`src/rtl/opspec_pkg.sv`:
```
package opspec_pkg;
   localparam int KIND_W   = 4;
   localparam int LEN_W    = 6;
   localparam int IDX_W    = 3;
   localparam int VAL_W    = 32;
   localparam int HDR_W    = 14;
   localparam int MIN_LEN  = 6;
   localparam int MAX_LEN  = 34;

   typedef enum logic [KIND_W-1:0] {
      K_STK_RW    = 4'd0,
      K_STK_PEEK  = 4'd1,
      K_IMM8      = 4'd2,
      K_IMM16     = 4'd3,
      K_IMM31     = 4'd4,
      K_OFS_BASE  = 4'd5,
      K_OFS_TOP   = 4'd6,
      K_BASE_REG  = 4'd7,
      K_ADDR_PAIR = 4'd8
   } spec_kind_e;

   typedef struct packed {
      logic                    valid;
      spec_kind_e              kind;
      logic [LEN_W-1:0]        len;
      logic [IDX_W-1:0]        idx_a;
      logic [IDX_W-1:0]        idx_b;
      logic [VAL_W-1:0]        value;
   } spec_rec_t;
endpackage

```
`src/rtl/opspec_slot.sv`:
```
module opspec_slot
   import opspec_pkg::*;
#(
   parameter int BODY_W = 34
) (
   input  logic              enable,
   input  logic [BODY_W-1:0] body,
   input  logic [LEN_W-1:0]  used,
   output spec_rec_t         rec,
   output logic [LEN_W-1:0]  used_next,
   output logic              ok
);
   localparam logic [LEN_W-1:0] BODY_L = LEN_W'(BODY_W);

   logic [BODY_W-1:0]  win;
   logic [MAX_LEN-1:0] w;
   logic [LEN_W-1:0]   avail;
   logic [LEN_W-1:0]   need;
   spec_rec_t          cand;

   // align the current specifier at the top of the window
   assign win   = body << used;
   assign w     = win[BODY_W-1 -: MAX_LEN];
   assign avail = BODY_L - used;

   always_comb begin
      cand       = '0;
      cand.valid = 1'b1;
      need       = LEN_W'(MIN_LEN);
      unique case (w[33:31])
         3'b000: begin
            cand.kind  = K_STK_RW;
            need       = 6'd6;
            cand.idx_a = w[30:28];
         end
         3'b001: begin
            cand.kind  = K_STK_PEEK;
            need       = 6'd6;
            cand.idx_a = w[30:28];
         end
         3'b010: begin
            cand.kind  = K_IMM8;
            need       = 6'd11;
            cand.value = {{(VAL_W-8){w[30]}}, w[30:23]};
         end
         3'b011: begin
            cand.kind  = K_IMM16;
            need       = 6'd19;
            cand.value = {{(VAL_W-16){w[30]}}, w[30:15]};
         end
         3'b100: begin
            cand.kind  = K_IMM31;
            need       = 6'd34;
            cand.value = {{(VAL_W-31){w[30]}}, w[30:0]};
         end
         3'b101: begin
            cand.kind  = K_OFS_BASE;
            need       = 6'd19;
            cand.value = {{(VAL_W-16){w[30]}}, w[30:15]};
         end
         3'b110: begin
            cand.kind  = K_OFS_TOP;
            need       = 6'd19;
            cand.value = {{(VAL_W-16){w[30]}}, w[30:15]};
         end
         default: begin
            if (w[30]) begin
               cand.kind  = K_ADDR_PAIR;
               need       = 6'd10;
               cand.idx_a = w[29:27];
               cand.idx_b = w[26:24];
            end else begin
               cand.kind  = K_BASE_REG;
               need       = 6'd7;
               cand.idx_a = w[29:27];
            end
         end
      endcase
      cand.len = need;
   end

   assign ok        = enable && (need <= avail);
   assign rec       = ok ? cand : '0;
   assign used_next = ok ? used + need : used;
endmodule

```
`src/rtl/opspec_out_stage.sv`:
```
module opspec_out_stage #(
   parameter int W       = 8,
   parameter bit REG_OUT = 1'b1
) (
   input  logic         clk,
   input  logic         rst_n,
   input  logic [W-1:0] d,
   output logic [W-1:0] q
);
   generate
      if (REG_OUT) begin : g_reg
         always_ff @(posedge clk or negedge rst_n) begin
            if (!rst_n) q <= '0;
            else        q <= d;
         end
      end else begin : g_comb
         logic unused_clk;
         assign unused_clk = clk ^ rst_n;
         assign q = d;
      end
   endgenerate
endmodule

```
`src/rtl/opspec_parser.sv`:
```
module opspec_parser
   import opspec_pkg::*;
#(
   parameter int  WORD_W   = 48,
   parameter bit  REG_OUT  = 1'b1,
   localparam int BODY_W   = WORD_W - HDR_W,
   localparam int MAX_SPEC = BODY_W / MIN_LEN,
   localparam int CNT_W    = $clog2(MAX_SPEC + 1)
) (
   input  logic                      clk,
   input  logic                      rst_n,
   input  logic [WORD_W-1:0]         op_word,
   output logic [1:0]                cond_mode,
   output logic [2:0]                cond_stack,
   output logic [8:0]                opcode,
   output logic [CNT_W-1:0]          spec_count,
   output logic [MAX_SPEC-1:0]       spec_valid,
   output logic [MAX_SPEC*KIND_W-1:0] spec_kind,
   output logic [MAX_SPEC*LEN_W-1:0] spec_len,
   output logic [MAX_SPEC*IDX_W-1:0] spec_idx_a,
   output logic [MAX_SPEC*IDX_W-1:0] spec_idx_b,
   output logic [MAX_SPEC*VAL_W-1:0] spec_value
);
   localparam int TOT_W = HDR_W + CNT_W
                        + MAX_SPEC * (1 + KIND_W + LEN_W + 2 * IDX_W + VAL_W);

   generate
      if (BODY_W < MAX_LEN || BODY_W > 63) begin : g_bad_width
         $error("opspec_parser: body width must lie between 34 and 63 bits");
      end
   endgenerate

   logic [BODY_W-1:0]         body;
   logic [LEN_W-1:0]          used_c [MAX_SPEC+1];
   logic                      ok_c   [MAX_SPEC+1];
   spec_rec_t                 rec_c  [MAX_SPEC];

   logic [CNT_W-1:0]          c_count;
   logic [MAX_SPEC-1:0]       c_valid;
   logic [MAX_SPEC*KIND_W-1:0] c_kind;
   logic [MAX_SPEC*LEN_W-1:0] c_len;
   logic [MAX_SPEC*IDX_W-1:0] c_ia;
   logic [MAX_SPEC*IDX_W-1:0] c_ib;
   logic [MAX_SPEC*VAL_W-1:0] c_val;
   logic [TOT_W-1:0]          pre;
   logic [TOT_W-1:0]          post;

   assign body      = op_word[BODY_W-1:0];
   assign used_c[0] = '0;
   assign ok_c[0]   = 1'b1;

   // chained slots: each one starts where the previous one ended
   generate
      for (genvar i = 0; i < MAX_SPEC; i++) begin : g_slot
         opspec_slot #(.BODY_W(BODY_W)) u_slot (
            .enable   (ok_c[i]),
            .body     (body),
            .used     (used_c[i]),
            .rec      (rec_c[i]),
            .used_next(used_c[i+1]),
            .ok       (ok_c[i+1])
         );
         assign c_valid[i]                 = rec_c[i].valid;
         assign c_kind[i*KIND_W +: KIND_W] = rec_c[i].kind;
         assign c_len[i*LEN_W +: LEN_W]    = rec_c[i].len;
         assign c_ia[i*IDX_W +: IDX_W]     = rec_c[i].idx_a;
         assign c_ib[i*IDX_W +: IDX_W]     = rec_c[i].idx_b;
         assign c_val[i*VAL_W +: VAL_W]    = rec_c[i].value;
      end
   endgenerate

   always_comb begin
      c_count = '0;
      for (int i = 0; i < MAX_SPEC; i++) c_count = c_count + CNT_W'(c_valid[i]);
   end

   assign pre = {op_word[WORD_W-1 -: HDR_W], c_count, c_valid,
                 c_kind, c_len, c_ia, c_ib, c_val};

   opspec_out_stage #(.W(TOT_W), .REG_OUT(REG_OUT)) u_out (
      .clk  (clk),
      .rst_n(rst_n),
      .d    (pre),
      .q    (post)
   );

   assign {cond_mode, cond_stack, opcode, spec_count, spec_valid,
           spec_kind, spec_len, spec_idx_a, spec_idx_b, spec_value} = post;

   // ---------------- assertions ----------------
   logic [LEN_W+2:0] len_sum;
   always_comb begin
      len_sum = '0;
      for (int i = 0; i < MAX_SPEC; i++)
         len_sum = len_sum + (LEN_W+3)'(spec_len[i*LEN_W +: LEN_W]);
   end

   a_r7_thermometer: assert property (@(posedge clk) disable iff (!rst_n)
      ((spec_valid + 1'b1) & spec_valid) == '0);

   a_r7_count_matches: assert property (@(posedge clk) disable iff (!rst_n)
      32'(spec_count) == $countones(spec_valid));

   a_r6_fits_body: assert property (@(posedge clk) disable iff (!rst_n)
      len_sum <= (LEN_W+3)'(BODY_W) && used_c[MAX_SPEC] <= LEN_W'(BODY_W));

   generate
      for (genvar i = 0; i < MAX_SPEC; i++) begin : g_chk
         a_r8_empty_zero: assert property (@(posedge clk) disable iff (!rst_n)
            !spec_valid[i] |-> (spec_kind[i*KIND_W +: KIND_W] == '0 &&
                                spec_len[i*LEN_W +: LEN_W] == '0 &&
                                spec_value[i*VAL_W +: VAL_W] == '0));
      end
      if (REG_OUT) begin : g_lat_chk
         a_r10_header_latency: assert property (@(posedge clk) disable iff (!rst_n)
            1'b1 |=> {cond_mode, cond_stack, opcode} ==
                     $past(op_word[WORD_W-1 -: HDR_W]));
      end
   endgenerate
endmodule

```
`config.mk`:
```
export PLATFORM = sky130hd
export DESIGN_NAME = opspec_parser
export DESIGN_NICKNAME = d
export VERILOG_FILES = /design/src/rtl/opspec_pkg.sv /design/src/rtl/opspec_slot.sv /design/src/rtl/opspec_out_stage.sv /design/src/rtl/opspec_parser.sv
export SDC_FILE = /design/constraint.sdc
export NUM_CORES = 1
export LEC_CHECK = 0
export BUFFER_PORTS_ARGS = -buffer_cell sky130_fd_sc_hd__buf_4
export CORE_MARGIN = 2
export CORE_UTILIZATION = 40
export DETAILED_ROUTE_END_ITERATION = 6
export SLEW_MARGIN = 10
export SYNTH_ARGS = -nofsm -noshare
export SYNTH_HDL_FRONTEND = slang
export SYNTH_SLANG_ARGS = --single-unit
```
`constraint.sdc`:
```
create_clock -name clk -period 1 [get_ports clk]
set_input_delay 0.05 -clock clk [delete_from_list [all_inputs] [get_ports clk]]
set_output_delay 0.05 -clock clk [all_outputs]
set_load 0.01 [all_outputs]
```
==> results of run 1 <==
[cells by family after synthesis]
kind of cell    count (synthesis)  synth area share, %
compound gates                806                 27.1
xor+xnor                       26                 1.14
fa+ha+maj                      41                 2.59
buf+inv                       307                 6.63
flops                         252                 31.5
mux                           184                 10.1
other cells                     2               0.0376
simple gates                  895                 20.9
[area by class of cell]
class	count	share of cell area [%]
tap	664	2.56
timing repair inverter	2	0.0347
clock inverter	5	0.239
multi-input combinational	1955	44.2
timing repair buffer	1231	30.5
inverter	62	0.856
clock buffer	37	2.16
sequential	252	19.4
[timing repair]
action	in CTS	in global routing
hold buffers	21	0
pin swaps	79	63
endpoints found under the setup margin	478	485
setup buffers	50	55
gates resized for setup	196	187
cloned	4	5
endpoints found under the hold margin	274	0
[per-layer routing]
metal	part of all wire [%]	GRT usage (%)
met1	41	50.1
met2	46	60.2
met3	8.3	5.16
met4	4.2	14.5
met5	0	0
[synthesized netlist by cell type, types with 22 or more instances]
cell,number,area share [%]
nand3_1,104,2.6
nand2_1,307,5.8
and2_1,35,1.1
mux2_2,28,1.6
nor3_1,61,1.5
a31oi_1,63,2.0
mux2i_1,144,7.2
a211oi_1,48,1.8
xnor2_1,22,0.96
ha_1,39,2.4
nand4_1,38,1.2
and3_1,27,0.84
nor2_1,210,3.9
buf_1,32,0.60
clkbuf_1,142,2.7
or3_1,27,0.84
buf_2,47,1.2
o21ai_0,121,3.0
a21o_1,36,1.4
o211ai_1,46,1.7
o22ai_1,32,1.0
inv_1,47,0.88
dfrtp_1,252,32
a21oi_1,236,5.9
[per-stage QoR]
step	hold slack, ps	area, um^2	setup TNS (ps)	setup slack (ps)
6_report	-6.72	32400	-1393430	-11980
4_1_cts	-13.0	31100	-1349430	-11540
3_5_place_dp	-29.2	28800	-1527250	-12950
2_1_floorplan	-246	20900	-1422360	-12030
5_1_grt	13.8	32400	-1449060	-12410
3_3_place_gp	-29.7	28800	-1498710	-12670
[final timing paths]
kind,slack (ps),end
min in group clk,20,u_out.q[175]
worst max-delay path,-11980,u_out.q[157]
max in group asynchronous,370,u_out.q[208]
worst min-delay path,-7,u_out.q[166]
==> out/qor.yml, run 1 <==
min_period_over_period_pct: 1300
final_max_slew_viol_count: 0
grt_usage_pct: 37.1
grt.overflow.total: 0
mostFrequentLayoutCell: "buf_4"
critPathMaxStageDelay_ps: 660
synth_cell_types: 103
grt_pass1_wl_um: 147000
seq_area_frac_synth_pct: 31.5
seq_area_um2: 6310
cts_sinks: 252
place.gp.congestion: 0.967
clk_root_buffer_cell: "clkbuf_16"
yosys_warnings: 0
ys_ff_latch: 252
multi_input_area_um2: 14300
cp.depth: 65
regMostFlops: "u_out.q"
cts_tree: "built"
violations: "hold timing, setup timing"
layout_common_cells: "buf_4, nand2_1, dfrtp_1, nor2_1, a21oi_1"
grt_pass1_vias: 24700
layout-drive-gt1-share_pct: 46.7
grt_start_max_net_pins: 51
rows: 81
die_x_um: 228
layoutNonFillerInstCount: 4208
crit_fanout: 8
hold_viol: 5
clk_pin_slew_ps: 60
die_area_um2: 51800
slowest_stage: "dlygate4sd3_1"
firstDrtPassIters: 7
max_freq_mhz: 77.0
core_area_um2: 49200
synth_cells: 2513
largestRegisters: "u_out.q (252)"
syn-cell-area_um2: 20000
drtIter0Drc: 2492
cp_num_buf_inv: 17
critPathRequiredTime_ps: 1470
syn_to_final_growth_pct: 62.2
cts_buffers: 25
rsz0062_at_grt: "yes"
slew_headroom_pct: 56.7
whs_ps: -6.72
ant_nets: 0
nets: 3619
start_util_pct: 40.7
period_needed_ps: 12980
dp_cells: 4038
avgRoutedWirePerCell_um: 23.9
die_h_um: 228
drv_cap: 0
hold_class: "in2async"
worst_pin_slew_ps: 649
io_pins: 312
synth-async-reset-ratio_pct: 100
cp.arrival_ps: 13450
critPathKind: "in2reg"
layout_setup_ws_ps: -11980
clockBufferDepth: 3
wl_um: 101000
synth-edff-count: 0
critPathLaunchType: "input port"
utilization_pct: 66.0
end_kind: "register"
startpoint: "op_word[24]"
port_buffers: 311
htreeDepth: 1
largest_register_ffs: 252
antenna_found_initial: 2
cpLargestDelayFamily: "compound AO/OA/AOI/OAI gates"
hpwl_um: 74100
vias: 25100
finalSetupViolCount: 481
diodes: 0
synthFlopType: "dfrtp_1"
status: "complete, but fails checks"
synth_area_per_cell_um2: 7.96
crit_path_frequent_cell: "buf_4"
nFillCells: 4075
post-route-drc-count: 0
via_per_inst: 5.97
Power of run 1 is left out: the tool's default activity adds up to more than one toggle a clock period on the data nets, which glitch-free logic cannot reach.
==> run 2, diff against run 1 <==
--- a/config.mk
+++ b/config.mk
@@ -9,6 +9,7 @@
 export CORE_MARGIN = 2
 export CORE_UTILIZATION = 40
 export DETAILED_ROUTE_END_ITERATION = 6
+export PLACE_DENSITY = 0.58
 export SLEW_MARGIN = 10
 export SYNTH_ARGS = -nofsm -noshare
 export SYNTH_HDL_FRONTEND = slang
==> run 2 against run 1 <==
The run ends with setup timing left. Via count grew 0.60%. Non-clock buffer count grew 43. Largest cell class unchanged. Die area unchanged. Critical path depth up 9. Cell area grew 1.7%. Clock-buffer cell count shrank 2. Flip-flop and latch count unchanged.
==> out/qor.yml, run 2 (synthesized netlist as in run 1, its figures left out) <==
crit_path_frequent_cell: "buf_4"
regMostFlops: "u_out.q"
antenna_found_initial: 1
dp_cells: 4043
slew_headroom_pct: 58.3
cts_sinks: 252
drtIter0Drc: 2623
slowest_stage: "or4_4"
worst_pin_slew_ps: 619
vias: 25300
crit_fanout: 11
status: "complete, but fails checks"
violations: "setup timing"
nets: 3663
syn_to_final_growth_pct: 65.0
clk_root_buffer_cell: "clkbuf_16"
end_kind: "register"
die_x_um: 228
drv_cap: 0
grt_pass1_vias: 24700
finalSetupViolCount: 471
cp.arrival_ps: 13260
hold_viol: 0
cts_tree: "built"
grt_usage_pct: 36.9
rows: 81
max_freq_mhz: 78.2
largest_register_ffs: 252
critPathLaunchType: "input port"
layout_setup_ws_ps: -11780
ant_nets: 0
io_pins: 312
grt_pass1_wl_um: 146000
wl_um: 99400
grt.overflow.total: 0
layoutNonFillerInstCount: 4257
die_area_um2: 51800
critPathKind: "in2reg"
layout_common_cells: "buf_4, nand2_1, dfrtp_1, nor2_1, a21oi_1"
post-route-drc-count: 0
avgRoutedWirePerCell_um: 23.3
start_util_pct: 40.7
die_h_um: 228
core_area_um2: 49200
place.gp.congestion: 1.02
hpwl_um: 72200
rsz0062_at_grt: "yes"
grt_start_max_net_pins: 46
hold_class: "in2async"
diodes: 0
place_ws_ps: -13170
min_period_over_period_pct: 1280
htreeDepth: 1
critPathRequiredTime_ps: 1480
critPathMaxStageDelay_ps: 500
clk_pin_slew_ps: 70
endpoint: "u_out.q[140]"
clockBufferDepth: 3
startpoint: "op_word[31]"
firstDrtPassIters: 6
period_needed_ps: 12780
layout-drive-gt1-share_pct: 47.7
mostFrequentLayoutCell: "buf_4"
largestRegisters: "u_out.q (252)"
cts_buffers: 26
port_buffers: 311
via_per_inst: 5.94
final_max_slew_viol_count: 0
==> run 2: cell count changes in the layout (fill, tap and decap cells not counted), sizes merged <==
cell,before,now
clkinv,9,13
inv,56,60
dlygate4sd3,21,23
clkbuf,39,37
bufbuf,2,1
buf,1206,1248
==> run 2: critical path: cells and delay by family <==
family | cells | cell delay [ps]
compound gates | 26 | 4850
buf+inv | 23 | 3270
simple gates | 15 | 2780
mux | 5 | 1170
fa+ha+maj | 4 | 970
xor+xnor | 1 | 130
==> run 2: per-layer routing <==
metal | vias up | share of wire, % | routed length (um) | global-route usage (%)
met5 | - | 0 | 0 | 0
met4 | 0 | 4.5 | 4470 | 15.2
met3 | 294 | 9.0 | 8930 | 6.25
met2 | 1371 | 45 | 45000 | 58.7
met1 | 12300 | 41 | 41000 | 49.6
li1 | 11300 | - | - | -
==> run 2: worst min path at each step <==
stage / startpoint / end
3_3_place_gp: rst_n / u_out.q[93]
2_1_floorplan: rst_n / u_out.q[0]
5_1_grt: rst_n / u_out.q[89]
4_1_cts: rst_n / u_out.q[154]
6_report: rst_n / u_out.q[89]
3_5_place_dp: rst_n / u_out.q[93]
==> run 2: repair_timing <==
| action | 4_1_cts | 5_1_grt |
|---|---|---|
| endpoints found under the hold margin | 274 | 0 |
| buffers inserted | 107 | 31 |
| gates resized for setup | 225 | 172 |
| pin swaps | 98 | 69 |
| hold buffers | 23 | 0 |
| gates cloned | 7 | 5 |
| endpoints found under the setup margin | 470 | 473 |
==> run 2: area by class of cell <==
cell class | count | area (um^2)
well taps | 664 | 831
fillers | 3986 | 16200
multi-input cells | 1955 | 14300
flip-flops and latches | 252 | 6310
repair buffers | 1274 | 10400
clock inverters | 13 | 120
clock buffers | 35 | 756
inverters | 62 | 282
repair inverters | 2 | 17.5
==> run 2: through the flow <==
step	area [um^2]	hold WS, ps	TNS, ps	util (%)
6_report	33000	15.2	-1366340	67.1
5_1_grt	33000	39.1	-1423320	67.1
4_1_cts	31900	0.440	-1331650	65.0
3_5_place_dp	28900	-0.907	-1559150	58.8
3_3_place_gp	28900	-7.11	-1521290	58.8
2_1_floorplan	20900	-246	-1422360	-
Power of run 2 is left out for the same reason.
